[src/rtl/tc_pkg.sv]
package tc_pkg;
    localparam int BIN_W   = 4;
    localparam int DEC_W   = 4;
    localparam int BIN_MOD = 16;
    localparam int DEC_MOD = 10;
    localparam int STAGES  = 3;

    typedef enum logic [1:0] {
        SP_X1  = 2'b00,
        SP_X2  = 2'b01,
        SP_X4  = 2'b10,
        SP_X4B = 2'b11
    } spacing_e;

    function automatic int stage_w(int idx, int hi_w);
        return (idx == 0) ? BIN_W : ((idx == 1) ? DEC_W : hi_w);
    endfunction

    function automatic int stage_off(int idx);
        return (idx == 0) ? 0 : ((idx == 1) ? BIN_W : BIN_W + DEC_W);
    endfunction

    function automatic int stage_mod(int idx, int hi_w);
        return (idx == 0) ? BIN_MOD : ((idx == 1) ? DEC_MOD : (1 << hi_w));
    endfunction
endpackage

[src/rtl/tc_pulse_edge.sv]
module tc_pulse_edge (
    input  logic clk,
    input  logic rst,
    input  logic pulse_in,
    input  logic dir_in,
    output logic step,
    output logic dir
);
    typedef struct packed {
        logic p1;
        logic p2;
        logic p3;
        logic d1;
        logic d2;
    } sync_t;

    sync_t s_d, s_q;

    always_comb begin
        s_d    = s_q;
        s_d.p1 = pulse_in;
        s_d.p2 = s_q.p1;
        s_d.p3 = s_q.p2;
        s_d.d1 = dir_in;
        s_d.d2 = s_q.d1;
    end

    always_ff @(posedge clk) begin
        if (rst) s_q <= '0;
        else     s_q <= s_d;
    end

    assign step = s_q.p2 & ~s_q.p3;
    assign dir  = s_q.d2;
endmodule

[src/rtl/tc_digit.sv]
module tc_digit #(
    parameter int W   = 4,
    parameter int MOD = 10
) (
    input  logic [W-1:0] val,
    input  logic         en,
    input  logic         up,
    output logic [W-1:0] nxt,
    output logic         carry
);
    localparam logic [W-1:0] TOP = W'(MOD - 1);

    logic at_top, at_bot;

    always_comb begin
        at_top = (val == TOP);
        at_bot = (val == '0);
        carry  = en & (up ? at_top : at_bot);
        nxt    = val;
        if (en) begin
            if (up) nxt = at_top ? '0 : val + W'(1);
            else    nxt = at_bot ? TOP : val - W'(1);
        end
    end
endmodule

[src/rtl/tc_blank.sv]
module tc_blank #(
    parameter int NW = 14
) (
    input  logic [NW-1:0] cnt,
    input  logic [1:0]    spacing,
    output logic [NW-1:0] word
);
    import tc_pkg::*;

    logic [NW-1:0] mask;

    always_comb begin
        mask = '1;
        case (spacing_e'(spacing))
            SP_X1:          mask = '1;
            SP_X2:          mask[0] = 1'b0;
            SP_X4, SP_X4B:  mask[1:0] = 2'b00;
            default:        mask = '1;
        endcase
        word = cnt & mask;
    end
endmodule

[src/rtl/tc_tuning_counter.sv]
module tc_tuning_counter
    import tc_pkg::*;
#(
    parameter int HI_W    = 6,
    parameter int N_MIN   = 16,
    parameter int N_MAX   = 10000,
    parameter int N_START = 1000,
    localparam int NW     = BIN_W + DEC_W + HI_W
) (
    input  logic          clk,
    input  logic          rst,
    input  logic          tune_pulse,
    input  logic          tune_up,
    input  logic [1:0]    spacing,
    output logic [NW-1:0] n_word,
    output logic          at_max,
    output logic          at_min
);
    localparam int DEC_SPAN = BIN_MOD * DEC_MOD;
    localparam logic [NW-1:0] START_WORD = {
        HI_W'(N_START / DEC_SPAN),
        DEC_W'((N_START / BIN_MOD) % DEC_MOD),
        BIN_W'(N_START % BIN_MOD)
    };

    typedef struct packed {
        logic [NW-1:0] cnt;
    } state_t;

    state_t st_d, st_q;

    logic          step, dir, allow;
    logic [NW-1:0] cnt_nxt;
    logic [STAGES:0] en;
    int            lin_q;

    tc_pulse_edge i_edge (
        .clk      (clk),
        .rst      (rst),
        .pulse_in (tune_pulse),
        .dir_in   (tune_up),
        .step     (step),
        .dir      (dir)
    );

    always_comb begin
        lin_q = int'(st_q.cnt[BIN_W-1:0])
              + BIN_MOD * int'(st_q.cnt[BIN_W +: DEC_W])
              + DEC_SPAN * int'(st_q.cnt[NW-1 -: HI_W]);
        at_max = (lin_q >= N_MAX);
        at_min = (lin_q <= N_MIN);
        allow  = dir ? ~at_max : ~at_min;
    end

    assign en[0] = step & allow;

    for (genvar g = 0; g < STAGES; g++) begin : g_stage
        localparam int SW  = stage_w(g, HI_W);
        localparam int OFF = stage_off(g);
        localparam int MOD = stage_mod(g, HI_W);
        tc_digit #(.W(SW), .MOD(MOD)) i_digit (
            .val   (st_q.cnt[OFF +: SW]),
            .en    (en[g]),
            .up    (dir),
            .nxt   (cnt_nxt[OFF +: SW]),
            .carry (en[g+1])
        );
    end

    always_comb begin
        st_d     = st_q;
        st_d.cnt = cnt_nxt;
    end

    always_ff @(posedge clk) begin
        if (rst) st_q.cnt <= START_WORD;
        else     st_q     <= st_d;
    end

    tc_blank #(.NW(NW)) i_blank (
        .cnt     (st_q.cnt),
        .spacing (spacing),
        .word    (n_word)
    );

    AST_DEC_DIGIT: assert property (@(posedge clk) disable iff (rst)
        int'(st_q.cnt[BIN_W +: DEC_W]) < DEC_MOD);
    AST_IDLE_HOLD: assert property (@(posedge clk) disable iff (rst)
        !step |=> $stable(st_q.cnt));
    AST_UP_STEP: assert property (@(posedge clk) disable iff (rst)
        (step && dir && !at_max) |=> (lin_q == $past(lin_q) + 1));
    AST_DN_STEP: assert property (@(posedge clk) disable iff (rst)
        (step && !dir && !at_min) |=> (lin_q == $past(lin_q) - 1));
    AST_NO_OVERFLOW: assert property (@(posedge clk) disable iff (rst)
        (lin_q <= N_MAX) && !en[STAGES]);
    AST_NO_UNDERFLOW: assert property (@(posedge clk) disable iff (rst)
        lin_q >= N_MIN);
endmodule

[config.mk]
export PLATFORM = sky130hd
export DESIGN_NAME = tc_tuning_counter
export DESIGN_NICKNAME = d
export VERILOG_FILES = /design/src/rtl/tc_pkg.sv /design/src/rtl/tc_pulse_edge.sv /design/src/rtl/tc_digit.sv /design/src/rtl/tc_blank.sv /design/src/rtl/tc_tuning_counter.sv
export SDC_FILE = /design/constraint.sdc
export NUM_CORES = 1
export LEC_CHECK = 0
export BUFFER_PORTS_ARGS = -buffer_cell sky130_fd_sc_hd__buf_2
export CAP_MARGIN = 20
export CORE_UTILIZATION = 35
export DETAILED_ROUTE_END_ITERATION = 8
export PLACE_DENSITY = 0.49
export SYNTH_ARGS = -nofsm -noshare
export SYNTH_HDL_FRONTEND = slang
export SYNTH_HIERARCHICAL = 1
export SYNTH_SLANG_ARGS = --single-unit
[constraint.sdc]
create_clock -name clk -period 5.8 [get_ports clk]
set_clock_uncertainty 0.1 [all_clocks]
set_input_delay 1.16 -clock clk [delete_from_list [all_inputs] [get_ports clk]]
set_output_delay 1.16 -clock clk [all_outputs]
set_load 0.05 [all_outputs]
==> flow_summary.json, run 1 <==
{
  "hold_class": "register to register",
  "path_cells": "ha_1 -> ha_1 -> fa_1 -> a21o_2 -> a21oi_1 -> xnor2_1 -> and4b_1 -> o22ai_1 -> a31oi_1 -> and2_1 -> nand2b_1 -> a211oi_2 -> buf_4 -> inv_1 -> nor3_1 -> a31oi_1 -> a22o_1 -> nor2b_1",
  "syn_inst": 224,
  "clkSinkCount": 19,
  "grt_remaining_overflow": 0,
  "vias": 1553,
  "grt_pass1_wl_um": 6727,
  "crit_type": "register to register",
  "dr.pass1.iters": 5,
  "io_pins": 22,
  "utilization_pct": 38.39,
  "end_kind": "register",
  "vdd_drop_max_uv": 90.58,
  "crit_fanout": 11,
  "drv_slew": 0,
  "nNetsFinal": 254,
  "finalSetupTns_ps": 0,
  "synth_warnings": 6,
  "max_stage_delay_ps": 610,
  "track_usage_pct": 15.58,
  "wl_per_cell_um": 13.58,
  "rsz0062_at_grt": "no",
  "cap_violations": 0,
  "hold_viol": 0,
  "start_kind": "register",
  "syn_to_final_growth_pct": 5.485,
  "grt_pass1_vias": 1423,
  "core_area_mm2": 0.005140,
  "cts_hold_buf": 0,
  "die_w_um": 75.11,
  "ant_nets": 0,
  "insertion_delay_ps": 260,
  "fp.dieH_um": 75.11,
  "first_iter_violations": 88,
  "antenna_found_initial": 0,
  "dieArea_mm2": 0.005641,
  "numCtsBuffers": 3,
  "syn_nets": 248,
  "status": "finished clean",
  "slew_headroom_pct": 52.39,
  "numPortBuffers": 21,
  "cts_root_buffer": "clkbuf_8",
  "p_leak_nw": 0.7764,
  "max_freq_mhz": 204.9,
  "diodes": 0,
  "synth_area_mm2": 0.001871,
  "htreeDepth": 1,
  "avgSynthCellArea_um2": 8.351,
  "placementRows": 26,
  "regArea_um2": 380.4,
  "fillCellCount": 567,
  "wl_um": 4059,
  "layout_min_cycle_time_ps": 4881,
  "hpwl_um": 2884,
  "clkTransAtPathRegs_ps": 80,
  "arrival_ps": 4920,
  "power_density_mw_per_mm2": 133.3,
  "drive_gt1_share_pct": 20.52,
  "cts_buffer_depth": 2,
  "globalplace.congestion": 0.8561,
  "slowest_stage": "a31oi_1",
  "tritoncts": "done",
  "cp.required_ps": 5840,
  "grt_max_degree": 32,
  "remaining_drc_errors": 0,
  "vias_per_cell": 5.194,
  "setup_viol": 0,
  "post-route-period-util_pct": 84.16,
  "multi_input_area_mm2": 0.001280,
  "initial_core_util_pct": 36.39,
  "cts_setup_buffers": 0,
  "worst_slew_pin_slew_ps": 710.9,
  "cts_resized": 0
}
through the flow:
step	worst slack [ps]	cell area, um2	std cells	hold slack (ps)	total power [mW]
finish	918.8	1973	299	342.2	0.2631
global route	542.0	1973	299	357.3	0.2784
CTS	956.7	1973	299	349.8	0.2717
detailed placement	964.5	1924	295	327.8	0.1691
global placement	982.5	1924	295	319.4	0.1691
floorplan	1483	1871	224	313.8	0.1629
per-layer routing:
metal  up-vias  GRT usage, %  share of wire [%]
li1        807             -                  -
met1       702         21.27                 51
met2        40         24.72                 45
met3         4         3.213                3.7
met4         0         4.612               0.62
met5         -             0                  0
critical path: cells and delay by family (launching register included):
kind	cells	cell delay [ps]
buffers and inverters	2	290
adder cells (fa/ha/maj)	3	970
flip-flops	1	530
XOR/XNOR	1	220
AND/OR/NAND/NOR	5	1100
AO/OA/AOI/OAI	7	1550
where the power goes:
group,switching (mW),internal [mW]
logic,0.0168,0.0117
registers,0.00407,0.133
clock network,0.0487,0.0485
registers in the layout, summed over array words and instances (netlist names):
register	flops
i_edge/s_d	3
st_q	14
i_edge/s_q	1
i_edge/dir	1
path summary, 6_finish.rpt:
kind | start | endpoint | slack (ps) | cells after the start
min reg2reg | i_edge/s_d[0] | i_edge/dir | 340 | 1
max reg2reg | st_q[11] | st_q[13] | 920 | 18
min | i_edge/s_d[0] | i_edge/dir | 340 | 1
max | st_q[11] | st_q[13] | 920 | 18
area by class of cell:
type	instances	share of cell area, %
Clock buffer	3	2.093
Clock inverter	1	0.3805
Timing Repair Buffer	23	6.088
Tap cell	70	4.439
Inverter	15	2.854
Sequential cell	19	19.28
Multi-Input combinational cell	168	64.87
layout by cell type (no fill, tap or decap), types with 3 or more instances in the layout:
| cell | instances |
|---|---|
| nand2b_1 | 5 |
| nor4_1 | 3 |
| and2_1 | 4 |
| nor2_1 | 9 |
| o22ai_1 | 4 |
| clkbuf_8 | 3 |
| buf_2 | 21 |
| nand2_1 | 7 |
| nand3_1 | 4 |
| nor2b_1 | 19 |
| nor3b_1 | 3 |
| a21oi_1 | 12 |
| nor3_1 | 4 |
| ha_1 | 16 |
| dfxtp_1 | 19 |
| a31oi_1 | 8 |
| inv_1 | 14 |
| xnor2_1 | 7 |
| o21ai_0 | 5 |
| or2_2 | 5 |
(Power assumes the default switching activity.)
==> inputs of run 2 (changes only) <==
--- a/config.mk
+++ b/config.mk
@@ -9,7 +9,7 @@
 export CAP_MARGIN = 20
 export CORE_UTILIZATION = 35
 export DETAILED_ROUTE_END_ITERATION = 8
-export PLACE_DENSITY = 0.49
+export PLACE_DENSITY = 0.51
 export SYNTH_ARGS = -nofsm -noshare
 export SYNTH_HDL_FRONTEND = slang
 export SYNTH_HIERARCHICAL = 1
==> constraint.sdc (replaced) <==
create_clock -name clk -period 4.25 [get_ports clk]
set_clock_uncertainty 0.1 [all_clocks]
set_input_delay 0.85 -clock clk [delete_from_list [all_inputs] [get_ports clk]]
set_output_delay 0.85 -clock clk [all_outputs]
set_load 0.05 [all_outputs]
==> run 2 against run 1 <==
Against the previous run: global-route usage increased by 0.90 points; register-to-register slack got worse by 530 ps; wire length rose by 6.9%; setup slack lost 730 ps; worst hold slack worse by 2.0 ps.
==> flow_summary.json, run 2 (synthesis gave the netlist of run 1 again) <==
{
  "arrival_ps": 3110,
  "regToRegSetupSlack_ps": 390,
  "grt.busiest_layer": "met2",
  "htreeDepth": 1,
  "post-route-period-util_pct": 95.64,
  "wl_um": 4339,
  "cp_top_family": "adder cells",
  "io_pins": 22,
  "fp.dieH_um": 75.11,
  "cap_violations": 0,
  "grt_pass1_vias": 1467,
  "power_density_mw_per_mm2": 172.9,
  "clkSinkCount": 19,
  "dr.pass1.iters": 4,
  "globalplace.congestion": 0.8503,
  "hold_class": "register to register",
  "crit_path_frequent_cell": "ha_1",
  "status": "finished clean",
  "multi_input_area_mm2": 0.001287,
  "die_w_um": 75.11,
  "clkTransAtPathRegs_ps": 80,
  "min_path_cells": 1,
  "worst_slew_pin_slew_ps": 512.9,
  "vias": 1601,
  "regArea_um2": 380.4,
  "numCtsBuffers": 3,
  "layout_min_cycle_time_ps": 4065,
  "core_area_mm2": 0.005140,
  "wl_per_cell_um": 14.04,
  "r2r-end": "st_q[13]",
  "insertion_delay_ps": 260,
  "cp.buffers_inverters": 1,
  "tritoncts": "done",
  "max_stage_delay_ps": 420,
  "placementRows": 26,
  "ff2ff_path_depth": 17,
  "utilization_pct": 39.92,
  "end_kind": "output port",
  "antenna_found_initial": 0,
  "drv_slew": 0,
  "cts_buffer_depth": 2,
  "cts_resized": 0,
  "cts_hold_buf": 0,
  "drive_gt1_share_pct": 23.85,
  "placed_area_mm2": 0.001999,
  "finalSetupTns_ps": 0,
  "remaining_drc_errors": 0,
  "ant_nets": 0,
  "fillCellCount": 578,
  "grt_use_met3_pct": 2.544,
  "regMostFlops": "st_q",
  "slew_headroom_pct": 65.36,
  "hold_viol": 0,
  "use_met2_pct": 27.53,
  "largest_reg_flops": 14,
  "slowest_stage": "fa_1",
  "cp.required_ps": 3300,
  "stdcell_count": 309,
  "final_cell_mix": "buf_2 (21), nor2b_1 (19), dfxtp_1 (19)",
  "first_iter_violations": 103,
  "numPortBuffers": 21,
  "syn_to_final_growth_pct": 9.699,
  "placedCellCount": 305,
  "grt_remaining_overflow": 0,
  "crit_fanout": 5,
  "cts_setup_buffers": 0,
  "setup_viol": 0,
  "rsz0062_at_grt": "no",
  "hpwl_um": 3137,
  "nNetsFinal": 264,
  "min_to": "i_edge/dir",
  "vias_per_cell": 5.181,
  "hold_start": "i_edge/s_d[0]",
  "p_leak_nw": 0.8371,
  "finalPower_mw": 0.3547,
  "vdd_drop_max_uv": 127.7,
  "grt_max_degree": 23,
  "cts_root_buffer": "clkbuf_8",
  "initial_core_util_pct": 36.39,
  "r2r-start": "st_q[9]",
  "diodes": 0,
  "final_common_cell": "buf_2",
  "crit_type": "register to output port",
  "use_met1_pct": 22.39,
  "track_usage_pct": 16.48,
  "grt_pass1_wl_um": 7113,
  "dieArea_mm2": 0.005641,
  "fin_area_mm2": 0.002052,
  "max_freq_mhz": 246.0,
  "path_cells": "ha_1 -> ha_1 -> fa_1 -> xor2_2 -> o2111a_2 -> nand4bb_1 -> and2_1 -> or3_1 -> nor3_2 -> buf_2",
  "start_kind": "register"
}
run 2: worst max path at each step:
stage | startpoint | endpoint | cells after the start
global placement | st_q[9] | st_q[13] | 17
CTS | st_q[9] | at_min | 10
floorplan | st_q[9] | st_q[13] | 19
detailed placement | st_q[9] | st_q[13] | 17
global route | st_q[9] | at_min | 10
finish | st_q[9] | at_min | 10
run 2: per-layer routing:
metal,up-vias,routed length (um)
met5,-,0
met4,0,22
met3,2,93
met2,28,1984
met1,743,2239
li1,828,-
run 2: power by group:
group / leakage (nW) / switching (mW) / internal [mW]
clock network: 0.0228 / 0.0610 / 0.0666
registers: 0.155 / 0.00619 / 0.182
logic: 0.660 / 0.0222 / 0.0166
total: 0.837 / 0.0894 / 0.265
run 2: layout make-up:
type / instances / area share, %
inverter: 15 / 2.744
timing repair buffer: 33 / 9.512
multi-input combinational: 168 / 62.74
clock buffer: 4 / 2.195
tap: 70 / 4.268
sequential: 19 / 18.54
run 2: metrics by stage:
stage,hold slack [ps],setup WS (ps)
floorplan,313.8,71.70
global placement,317.6,463.8
detailed placement,329.4,393.3
CTS,346.2,174.2
global route,364.5,8.209
finish,340.2,185.1
